### src/rtl/xirq_pkg.sv
package xirq_pkg;

    localparam int unsigned SENSE_W = 2;

    typedef enum logic [1:0] {
        SNS_LOW  = 2'b00,
        SNS_ANY  = 2'b01,
        SNS_FALL = 2'b10,
        SNS_RISE = 2'b11
    } sense_e;

    typedef enum logic [1:0] {
        ADR_SENSE = 2'd0,
        ADR_MASK  = 2'd1,
        ADR_FLAG  = 2'd2,
        ADR_NONE  = 2'd3
    } addr_e;

    typedef struct packed {
        logic   wr;
        addr_e  addr;
    } bus_cmd_t;

    function automatic logic edge_hit(sense_e mode, logic cur, logic prev);
        case (mode)
            SNS_ANY:  return cur ^ prev;
            SNS_FALL: return prev & ~cur;
            SNS_RISE: return cur & ~prev;
            default:  return 1'b0;
        endcase
    endfunction

endpackage

### src/rtl/xirq_sync.sv
module xirq_sync #(
    parameter int unsigned W      = 4,
    parameter int unsigned STAGES = 2
) (
    input  logic         clk,
    input  logic         rst,
    input  logic [W-1:0] d,
    output logic [W-1:0] q
);

    logic [W-1:0] chain [STAGES];

    always_ff @(posedge clk) begin
        if (rst) begin
            for (int s = 0; s < STAGES; s++) chain[s] <= '1;
        end else begin
            chain[0] <= d;
            for (int s = 1; s < STAGES; s++) chain[s] <= chain[s-1];
        end
    end

    assign q = chain[STAGES-1];

endmodule

### src/rtl/xirq_regs.sv
module xirq_regs
    import xirq_pkg::*;
#(
    parameter int unsigned NPIN = 4,
    parameter int unsigned DW   = 8
) (
    input  logic                    clk,
    input  logic                    rst,
    input  bus_cmd_t                cmd,
    input  logic [DW-1:0]           wdata,
    input  logic [NPIN-1:0]         flags,
    output logic [DW-1:0]           rdata,
    output logic [SENSE_W*NPIN-1:0] sense_q,
    output logic [NPIN-1:0]         mask_q,
    output logic [NPIN-1:0]         resync,
    output logic [NPIN-1:0]         clr
);

    localparam int unsigned SW = SENSE_W * NPIN;

    logic wr_sense, wr_mask, wr_flag;

    assign wr_sense = cmd.wr && (cmd.addr == ADR_SENSE);
    assign wr_mask  = cmd.wr && (cmd.addr == ADR_MASK);
    assign wr_flag  = cmd.wr && (cmd.addr == ADR_FLAG);

    always_ff @(posedge clk) begin
        if (rst) begin
            sense_q <= '0;
            mask_q  <= '0;
        end else begin
            if (wr_sense) sense_q <= wdata[SW-1:0];
            if (wr_mask)  mask_q  <= wdata[NPIN-1:0];
        end
    end

    for (genvar i = 0; i < NPIN; i++) begin : g_ctl
        assign resync[i] = wr_sense &&
            (wdata[SENSE_W*i +: SENSE_W] != sense_q[SENSE_W*i +: SENSE_W]);
        assign clr[i] = wr_flag && wdata[i];
    end

    always_comb begin
        rdata = '0;
        case (cmd.addr)
            ADR_SENSE: rdata = DW'(sense_q);
            ADR_MASK:  rdata = DW'(mask_q);
            ADR_FLAG:  rdata = DW'(flags);
            default:   rdata = '0;
        endcase
    end

endmodule

### src/rtl/xirq_pin.sv
module xirq_pin
    import xirq_pkg::*;
(
    input  logic   clk,
    input  logic   rst,
    input  sense_e mode,
    input  logic   cur,
    input  logic   resync,
    input  logic   clr,
    input  logic   en,
    output logic   flag,
    output logic   req
);

    logic prev_q;
    logic flag_q;
    logic evt;

    assign evt = !resync && edge_hit(mode, cur, prev_q);

    always_ff @(posedge clk) begin
        if (rst) begin
            prev_q <= 1'b1;
            flag_q <= 1'b0;
        end else begin
            prev_q <= cur;
            if (evt)      flag_q <= 1'b1;
            else if (clr) flag_q <= 1'b0;
        end
    end

    assign flag = flag_q;
    assign req  = en && ((mode == SNS_LOW) ? !cur : flag_q);

    // a flag can only rise after an edge rule was selected
    a_r4_flag_needs_edge_mode: assert property (@(posedge clk) disable iff (rst)
        $rose(flag_q) |-> ($past(mode) != SNS_LOW));

    // a clear with no competing event empties the flag
    a_r7_w1c_clears: assert property (@(posedge clk) disable iff (rst)
        (clr && !evt) |=> !flag_q);

    // a sense change keeps a clear flag clear
    a_r10_resync_blocks: assert property (@(posedge clk) disable iff (rst)
        (resync && !flag_q) |=> !flag_q);

    // level rule releases the request while the line is high
    a_r3_level_release: assert property (@(posedge clk) disable iff (rst)
        (mode == SNS_LOW && cur) |-> !req);

endmodule

### src/rtl/xirq_ctrl.sv
module xirq_ctrl
    import xirq_pkg::*;
#(
    parameter int unsigned NPIN        = 4,
    parameter int unsigned DW          = 8,
    parameter int unsigned SYNC_STAGES = 2
) (
    input  logic            clk,
    input  logic            rst,
    input  logic            gie,
    input  logic [NPIN-1:0] pin_in,
    input  logic [1:0]      reg_addr,
    input  logic            reg_wr,
    input  logic [DW-1:0]   reg_wdata,
    output logic [DW-1:0]   reg_rdata,
    output logic [NPIN-1:0] irq_vec,
    output logic            irq_any
);

    localparam int unsigned SW = SENSE_W * NPIN;

    logic [NPIN-1:0] pin_s;
    logic [SW-1:0]   sense_q;
    logic [NPIN-1:0] mask_q;
    logic [NPIN-1:0] resync;
    logic [NPIN-1:0] clr;
    logic [NPIN-1:0] flags;
    bus_cmd_t        cmd;

    assign cmd.wr   = reg_wr;
    assign cmd.addr = addr_e'(reg_addr);

    xirq_sync #(.W(NPIN), .STAGES(SYNC_STAGES)) u_sync (
        .clk (clk),
        .rst (rst),
        .d   (pin_in),
        .q   (pin_s)
    );

    xirq_regs #(.NPIN(NPIN), .DW(DW)) u_regs (
        .clk     (clk),
        .rst     (rst),
        .cmd     (cmd),
        .wdata   (reg_wdata),
        .flags   (flags),
        .rdata   (reg_rdata),
        .sense_q (sense_q),
        .mask_q  (mask_q),
        .resync  (resync),
        .clr     (clr)
    );

    for (genvar i = 0; i < NPIN; i++) begin : g_pin
        xirq_pin u_pin (
            .clk    (clk),
            .rst    (rst),
            .mode   (sense_e'(sense_q[SENSE_W*i +: SENSE_W])),
            .cur    (pin_s[i]),
            .resync (resync[i]),
            .clr    (clr[i]),
            .en     (mask_q[i] && gie),
            .flag   (flags[i]),
            .req    (irq_vec[i])
        );
    end

    assign irq_any = |irq_vec;

    // no request may pass a cleared mask bit
    a_r8_mask_gate: assert property (@(posedge clk) disable iff (rst)
        (irq_vec & ~mask_q) == '0);

    // global enable low silences every request
    a_r8_gie_gate: assert property (@(posedge clk) disable iff (rst)
        !gie |-> (irq_vec == '0));

    // combined line needs a per-line request
    a_r9_any_needs_vec: assert property (@(posedge clk) disable iff (rst)
        irq_any |-> (irq_vec != '0));

endmodule

### config.mk
export PLATFORM = sky130hd
export DESIGN_NAME = xirq_ctrl
export DESIGN_NICKNAME = d
export VERILOG_FILES = /design/src/rtl/xirq_pkg.sv /design/src/rtl/xirq_sync.sv /design/src/rtl/xirq_regs.sv /design/src/rtl/xirq_pin.sv /design/src/rtl/xirq_ctrl.sv
export SDC_FILE = /design/constraint.sdc
export NUM_CORES = 1
export LEC_CHECK = 0
export BUFFER_PORTS_ARGS = -buffer_cell sky130_fd_sc_hd__buf_4
export CORE_ASPECT_RATIO = 2
export CORE_MARGIN = 4
export CORE_UTILIZATION = 48
export DETAILED_ROUTE_END_ITERATION = 8
export PLACE_DENSITY_LB_ADDON = 0.2
export SYNTH_ARGS = -nofsm -noshare
export SYNTH_HDL_FRONTEND = slang
export SYNTH_SLANG_ARGS = --single-unit
### constraint.sdc
create_clock -name clk -period 1.4 [get_ports clk]
set_clock_uncertainty 0.05 [all_clocks]
set_input_delay 0.28 -clock clk [delete_from_list [all_inputs] [get_ports clk]]
set_output_delay 0.28 -clock clk [all_outputs]
set_load 0.05 [all_outputs]
==> summary.txt, run 1 <==
Route
  – Antenna-violating nets left: 0
  – DR vias/cell: roughly 5.4
  – Via Count: ~1.4k
  – Drt wl/cell: 16.3 µm
  – Detailed Route WL: a little over 4000 µm
  – Residual DRC: 0
  – DRT iter0 DRCs: 15
  – Pre-Repair DR Iteration Count: 4

Layout
  – Area Growth Syn to Fin: 52.4%
  – N_diodes: 0
  – Share of cells above drive strength 1: 55.1%
  – Reg area: 588 µm²
  – Core Util, Final: 75.9%
  – Area occupied by multi-input gates: 962 µm²
  – Filler cell count: 221
  – Commonest non-fill, non-tap cell in the layout: buf_4
  – Commonest non-fill, non-tap cells in the layout: buf_4 (41), nor2_1 (17), nand2_1 (14), buf_6 (14)
  – Nets@finish: between 200 and 300

Clock network
  – TritonCTS sink count: 28
  – H-tree levels: 1
  – CTS tree: yes
  – Worst-path clk slew: 0.10 ns
  – Root Buffer: clkbuf_8
  – Max Buffers Root-to-Sink: 2
  – Hold Buf Count CTS: 0
  – Worst-skew pair later-pin latency: 0.27 ns
  – TritonCTS Buffers: 3

Timing
  – Final setup viols: 9
  – Fin crit period: around 1.9 ns
  – Final WS setup: -0.493 ns
  – Fin. Hold Viols: 0
  – Final Max Slew Viols: 0
  – Slew headroom: 83.3%
  – Tcrit/Tclk final: 135%
  – Fmax: 0.528 GHz
  – Worst Max-Slew Pin Slew: 0.251 ns
  – RSZ-0062 raised after global routing: true

Floorplanning
  – Core box area: 2980 µm²
  – Die area: 4100 µm²
  – I/O pins: 31
  – Initial core utilization: between 40% and 50%
  – Chip Height: around 87 µm
  – # rows: 28
  – Die Width: ~47 µm

Synth
  – Multiplexer share of the synthesized area: 11.5%
  – Post-Synth Simple-Gate Area: 24.1%
  – Largest family of logic cells by synthesized area: simple AND/OR/NAND/NOR gates
  – Ys async rst share: 0%
  – Yosys warns: 0
  – Ys flop type: dfxtp_1
  – Net Count, Synth: 193
  – Area contributors post-synth: dfxtp_1 (38%), mux2i_1 (11%), ha_1 (6.7%)
  – Number of synthesized flops with an enable pin: 0
  – Post-synth top area cell: dfxtp_1
  – Synth Area in Compound Gates: 8.85%
  – Synth Register Bits: 28
  – Post-synth cell types: 28
  – Synth Area in Adders: 6.75%
  – Share of the synthesized area in the top cell type: approximately 38%
  – Cells after Synth: 167
  – Post-synthesis area per instance: between 8 and 9 µm²
  – Post-synthesis sequential area ratio: roughly 38%
  – Synth Cell Area: 1480 µm²
  – Post-Synth XOR/XNOR Area: roughly 4.7%

Setup path
  – Setup crit end kind: output port
  – Crit Path Category: flop to output port
  – Worst Path Max Fanout: 2
  – Max incr delay on CP: roughly 0.55 ns
  – Worst endpoint data arrival time: 1.56 ns
  – Critical path, cell by cell: nor2_4 > a211oi_2 > or4_4 > buf_8
  – CP required: 1.07 ns
  – CP max stage cell: or4_4
  – Crit start category: flop

Worst hold path
  – Min-delay worst type: primary input to flop

Place
  – IO Port Bufs: 30
  – Setup Slack @ Placement: -0.216 ns
  – Post-DP HPWL: 2960 µm
  – GP Congestion: approximately 0.86

Run status
  – Failing checks: setup timing
  – Status: finished with violations

GRT
  – Pin count of the biggest net entering global routing: 29
  – Total track usage: 22.3%
  – Total gr overflow: 0
  – First-pass GRT wire length: 6660 µm
  – Initial antenna violation count: 0
  – Vias in the first global route: between 1k and 1.5k

Job
  – MaxCap Viol Count: 0

Power
  – Pleak: about 1.1 nW
  – Power per cell area: 733 nW/µm²
  – Max VDD drop: 1.10 mV
## state kept, by name (all words and copies together), names as in the netlist
register / flops
g_pin.u_pin.flag: 4
u_regs.sense_q: 8
g_pin.u_pin.prev_q: 4
u_sync.chain: 8
u_regs.mask_q: 4
## routing by layer
metal | vias to the layer above | global-route usage (%) | share of wire (%)
li1 | 660 | - | -
met1 | 658 | 21.3 | 34
met2 | 37 | 43.0 | 60
met3 | 10 | 3.74 | 4.0
met4 | 0 | 7.81 | 2.5
met5 | - | 0 | 0
## critical path: cells and delay by family, from the launching register on
| kind | cells | cell delay [ns] |
|---|---|---|
| DFF | 1 | 0.36 |
| buffers and inverters | 1 | 0.17 |
| and+or+nand+nor | 2 | 0.67 |
| AOI/OAI and AO/OA | 1 | 0.09 |
## final timing paths
| check | start | to | slack, ns | cells past startpoint |
|---|---|---|---|---|
| hold / removal | pin_in[0] | u_sync.chain[0][0] | 0.14 | 2 |
| setup / recovery | u_regs.sense_q[1] | irq_any | -0.49 | 4 |
| hold reg to reg | u_sync.chain[0][0] | u_sync.chain[0][4] | 0.37 | 1 |
| setup reg to reg | u_sync.chain[0][6] | g_pin[2].u_pin.flag | 0.01 | 7 |
## per-stage QoR
stage | instances | total power, W | hold WS (ns) | area [µm²] | TNS [ns]
after floorplan | 167 | 0.00100 | 0.334 | 1510 | -0.109
after CTS | 254 | 0.00164 | 0.137 | 2170 | -1.73
after global routing | 255 | 0.00172 | 0.130 | 2260 | -2.31
final | 255 | 0.00166 | 0.136 | 2260 | -1.79
after global placement | 248 | 0.00112 | 0.342 | 1940 | -0.573
after detailed placement | 248 | 0.00113 | 0.346 | 1940 | -0.966
## kinds of logic after synthesis
| logic type | Yosys count |
|---|---|
| xor+xnor | 8 |
| simple gates | 70 |
| buf+inv | 17 |
| flops | 28 |
| mux | 17 |
| fa+ha+maj | 8 |
| compound gates | 19 |
## report_power, final
| group | internal (W) | total (W) | switching [W] |
|---|---|---|---|
| logic | 0.000162 | 0.000316 | 0.000154 |
| clock network | 0.000251 | 0.000498 | 0.000247 |
| registers | 0.000822 | 0.000843 | 0.0000208 |
## area by class of cell
type                            count  share of cell area (%)
Timing Repair Buffer               63                    25.9
Tap cell                           30                    1.66
Clock buffer                        4                    2.43
Multi-Input combinational cell    122                    42.6
Sequential cell                    28                    26.0
Inverter                            8                    1.44
## Yosys cell counts, types with 3 or more instances
cell type,count
a21oi_1,3
or2_1,4
dfxtp_1,28
nand2b_1,6
ha_1,8
xnor2_1,6
nand2_1,14
o21ai_0,4
mux2i_1,17
inv_1,8
clkbuf_1,3
and3b_1,4
a31oi_1,3
or2_2,8
and2_1,4
buf_4,4
nor2_1,25
a211oi_1,4
## what timing repair did
item | 4_1_cts | 5_1_grt
buffers inserted | 4 | 6
pin swaps | 13 | 12
endpoints found under the setup margin | 12 | 17
resized for setup | 49 | 29
(Power assumes the default switching activity.)
==> run 2: changes to the inputs <==
--- a/config.mk
+++ b/config.mk
@@ -8,9 +8,10 @@
 export BUFFER_PORTS_ARGS = -buffer_cell sky130_fd_sc_hd__buf_4
 export CORE_ASPECT_RATIO = 2
 export CORE_MARGIN = 4
-export CORE_UTILIZATION = 48
+export CORE_UTILIZATION = 49
 export DETAILED_ROUTE_END_ITERATION = 8
 export PLACE_DENSITY_LB_ADDON = 0.2
 export SYNTH_ARGS = -nofsm -noshare
 export SYNTH_HDL_FRONTEND = slang
+export SYNTH_HIERARCHICAL = 1
 export SYNTH_SLANG_ARGS = --single-unit
==> run 2 against run 1 <==
  * Core utilization up 5.3 points
  * Sequential share of layout area decreased by 3.5 points
  * Highest routed layer unchanged
  * The flow still finishes with violations (setup timing)
  * Area after synthesis up 9.3%
  * Final area grew 15%
  * Largest cell class unchanged
  * Worst hold slack lost 0.017 ns
  * Power is 13% higher
  * Critical path depth rose by 1
==> summary.txt, run 2 <==
Synth
  – Post-synthesis sequential area ratio: 34.6%
  – Synth Cell Area: 1620 µm²
  – Number of synthesized flops with an enable pin: 0
  – Post-synth cell types: 27
  – Post-synth top area cell: dfxtp_1
  – Post-synthesis area per instance: 8.96 µm²
  – Synth cell count leaders: dfxtp_1 (28), nand2b_1 (20), and2_1 (16), mux2i_1 (16), nor2_1 (13)
  – Post-Synth XOR/XNOR Area: 4.32%
  – Cells after Synth: about 180
  – Ys async rst share: 0%
  – Synth Area in Compound Gates: 10.5%
  – Post-Synth Simple-Gate Area: 27.5%
  – Synth Register Bits: 28
  – Net Count, Synth: 207
  – Area contributors post-synth: dfxtp_1 (35%), mux2i_1 (9.9%), nand2b_1 (7.7%)
  – Yosys warns: 6
  – Most frequent cell after synthesis: dfxtp_1
  – Ys flop type: dfxtp_1
  – Multiplexer share of the synthesized area: between 9 and 10%
  – Largest family of logic cells by synthesized area: simple AND/OR/NAND/NOR gates
  – Synth Area in Adders: approximately 6%
  – Share of the synthesized area in the top cell type: 34.6%

Floorplanning
  – Initial core utilization: 50.8%
  – Die Width: 48.7 µm
  – # rows: 29
  – Core box area: 3190 µm²
  – I/O pins: 31
  – Chip Height: about 89 µm
  – Die area: ~4300 µm²

Layout
  – Final non-filler cell area: roughly 2600 µm²
  – Commonest non-fill, non-tap cells in the layout: buf_4 (34), buf_6 (23), nand2b_1 (20)
  – N_diodes: 0
  – Core Util, Final: 81.2%
  – Area Growth Syn to Fin: 59.9%
  – Largest registers: u_regs/sense_q (8), u_sync/chain (8)
  – Nets@finish: 268
  – Commonest non-fill, non-tap cell in the layout: buf_4
  – Share of cells above drive strength 1: 53.9%

Timing
  – Slew headroom: 78.9%
  – Worst Max-Slew Pin Slew: 0.315 ns
  – Tcrit/Tclk final: 145%
  – RSZ-0062 raised after global routing: true
  – Hold_ws: 0.119 ns
  – Fin. Hold Viols: 0
  – Fin crit period: 2.03 ns
  – Final Max Slew Viols: 0
  – Final WS setup: -0.632 ns
  – Fmax: 0.492 GHz
  – Final setup viols: 14

Clock network
  – TritonCTS sink count: 28
  – Worst-path clk slew: 0.09 ns
  – Max Buffers Root-to-Sink: 2
  – CTS tree: yes
  – H-tree levels: 1
  – TritonCTS Buffers: 3
  – Worst-skew pair later-pin latency: 0.28 ns
  – Root Buffer: clkbuf_8
  – Hold Buf Count CTS: 0

GRT
  – First-pass GRT wire length: 6890 µm
  – Total gr overflow: 0
  – Vias in the first global route: 1544
  – Total track usage: 20.5%
  – Pin count of the biggest net entering global routing: 37
  – Initial antenna violation count: 0

Route
  – DR vias/cell: around 5.5
  – Via Count: 1501
  – Antenna-violating nets left: 0
  – Detailed Route WL: 5030 µm
  – Drt wl/cell: ~18 µm
  – Pre-Repair DR Iteration Count: 4
  – DRT iter0 DRCs: 21
  – Residual DRC: 0

Worst hold path
  – Hold Path Depth: 2
  – Min-delay worst type: primary input to flop

Setup path
  – CP max stage cell: or4_4
  – CP required: roughly 1.1 ns
  – Worst endpoint data arrival time: 1.70 ns
  – Crit Path Category: flop to output port
  – Critical path, cell by cell: nor2_4 > nand2_2 > o211a_4 > or4_4 > buf_8
  – Max incr delay on CP: 0.54 ns
  – Worst Path Max Fanout: 2
  – Setup crit end kind: output port
  – Crit start category: flop
  – Reg2reg setup slack: -0.05 ns
  – Cells on worst reg2reg path: 7

Place
  – Dpl cell area: around 2100 µm²
  – GP Congestion: 0.890
  – Post-DP HPWL: 3000 µm
  – IO Port Bufs: 30

Run status
  – Status: finished with violations
  – Failing checks: setup timing

Power
  – Power per cell area: 720 nW/µm²
  – Design Power: 0.00187 W
  – Pleak: 1.16 nW
  – Max VDD drop: 1.08 mV

Job
  – MaxCap Viol Count: 0
run 2: cells by family after synthesis:
group / Yosys count
DFF: 28
buffers and inverters: 22
adders and majority gates: 8
and+or+nand+nor: 75
xor gates and xnor gates: 8
AOI/OAI and AO/OA: 24
muxes: 16
run 2: stage by stage:
stage / TNS, ns / setup WS (ns) / cells
after global routing: -2.75 / -0.680 / 272
final: -2.10 / -0.632 / 272
after floorplan: -0.758 / -0.306 / 181
after CTS: -1.75 / -0.585 / 264
after global placement: -2.45 / -0.324 / 258
after detailed placement: -2.76 / -0.350 / 258
run 2: power breakdown:
group          internal (W)  switching, W
registers          0.000822     0.0000216
clock network      0.000383      0.000254
logic              0.000201      0.000186
run 2: worst max-delay path: cells and delay by family, from the launching register on:
| kind | cells | cell delay, ns |
|---|---|---|
| and+or+nand+nor | 3 | 0.74 |
| DFF | 1 | 0.35 |
| buffers and inverters | 1 | 0.17 |
| AOI/OAI and AO/OA | 1 | 0.16 |
run 2: layer usage:
layer / global-route usage, % / vias up / share of wire, %
li1: - / 717 / -
met1: 19.7 / 718 / 35
met2: 41.3 / 52 / 59
met3: 1.84 / 14 / 3.0
met4: 11.3 / 0 / 3.6
met5: 0 / - / 0
run 2: path summary, 6_finish.rpt:
path / startpoint / endpoint
setup / recovery: u_regs/sense_q[0] / irq_any
hold / removal: pin_in[3] / u_sync/chain[0][3]
setup reg to reg: u_regs/sense_q[6] / g_pin[3].u_pin/flag
hold reg to reg: u_sync/chain[0][0] / u_sync/chain[0][4]
run 2: final cells by class:
cell class	count	area, µm²
Fill cell	205	601
Tap cell	31	38.8
Multi-Input combinational cell	131	1200
Clock inverter	1	30.0
Inverter	12	45.0
Timing Repair Buffer	66	654
Clock buffer	3	41.3
Sequential cell	28	584
run 2: repair_timing:
action | CTS | global route
endpoints found under the setup margin | 13 | 17
buffers inserted | 3 | 13
pin swaps | 9 | 20
resized for setup | 45 | 43
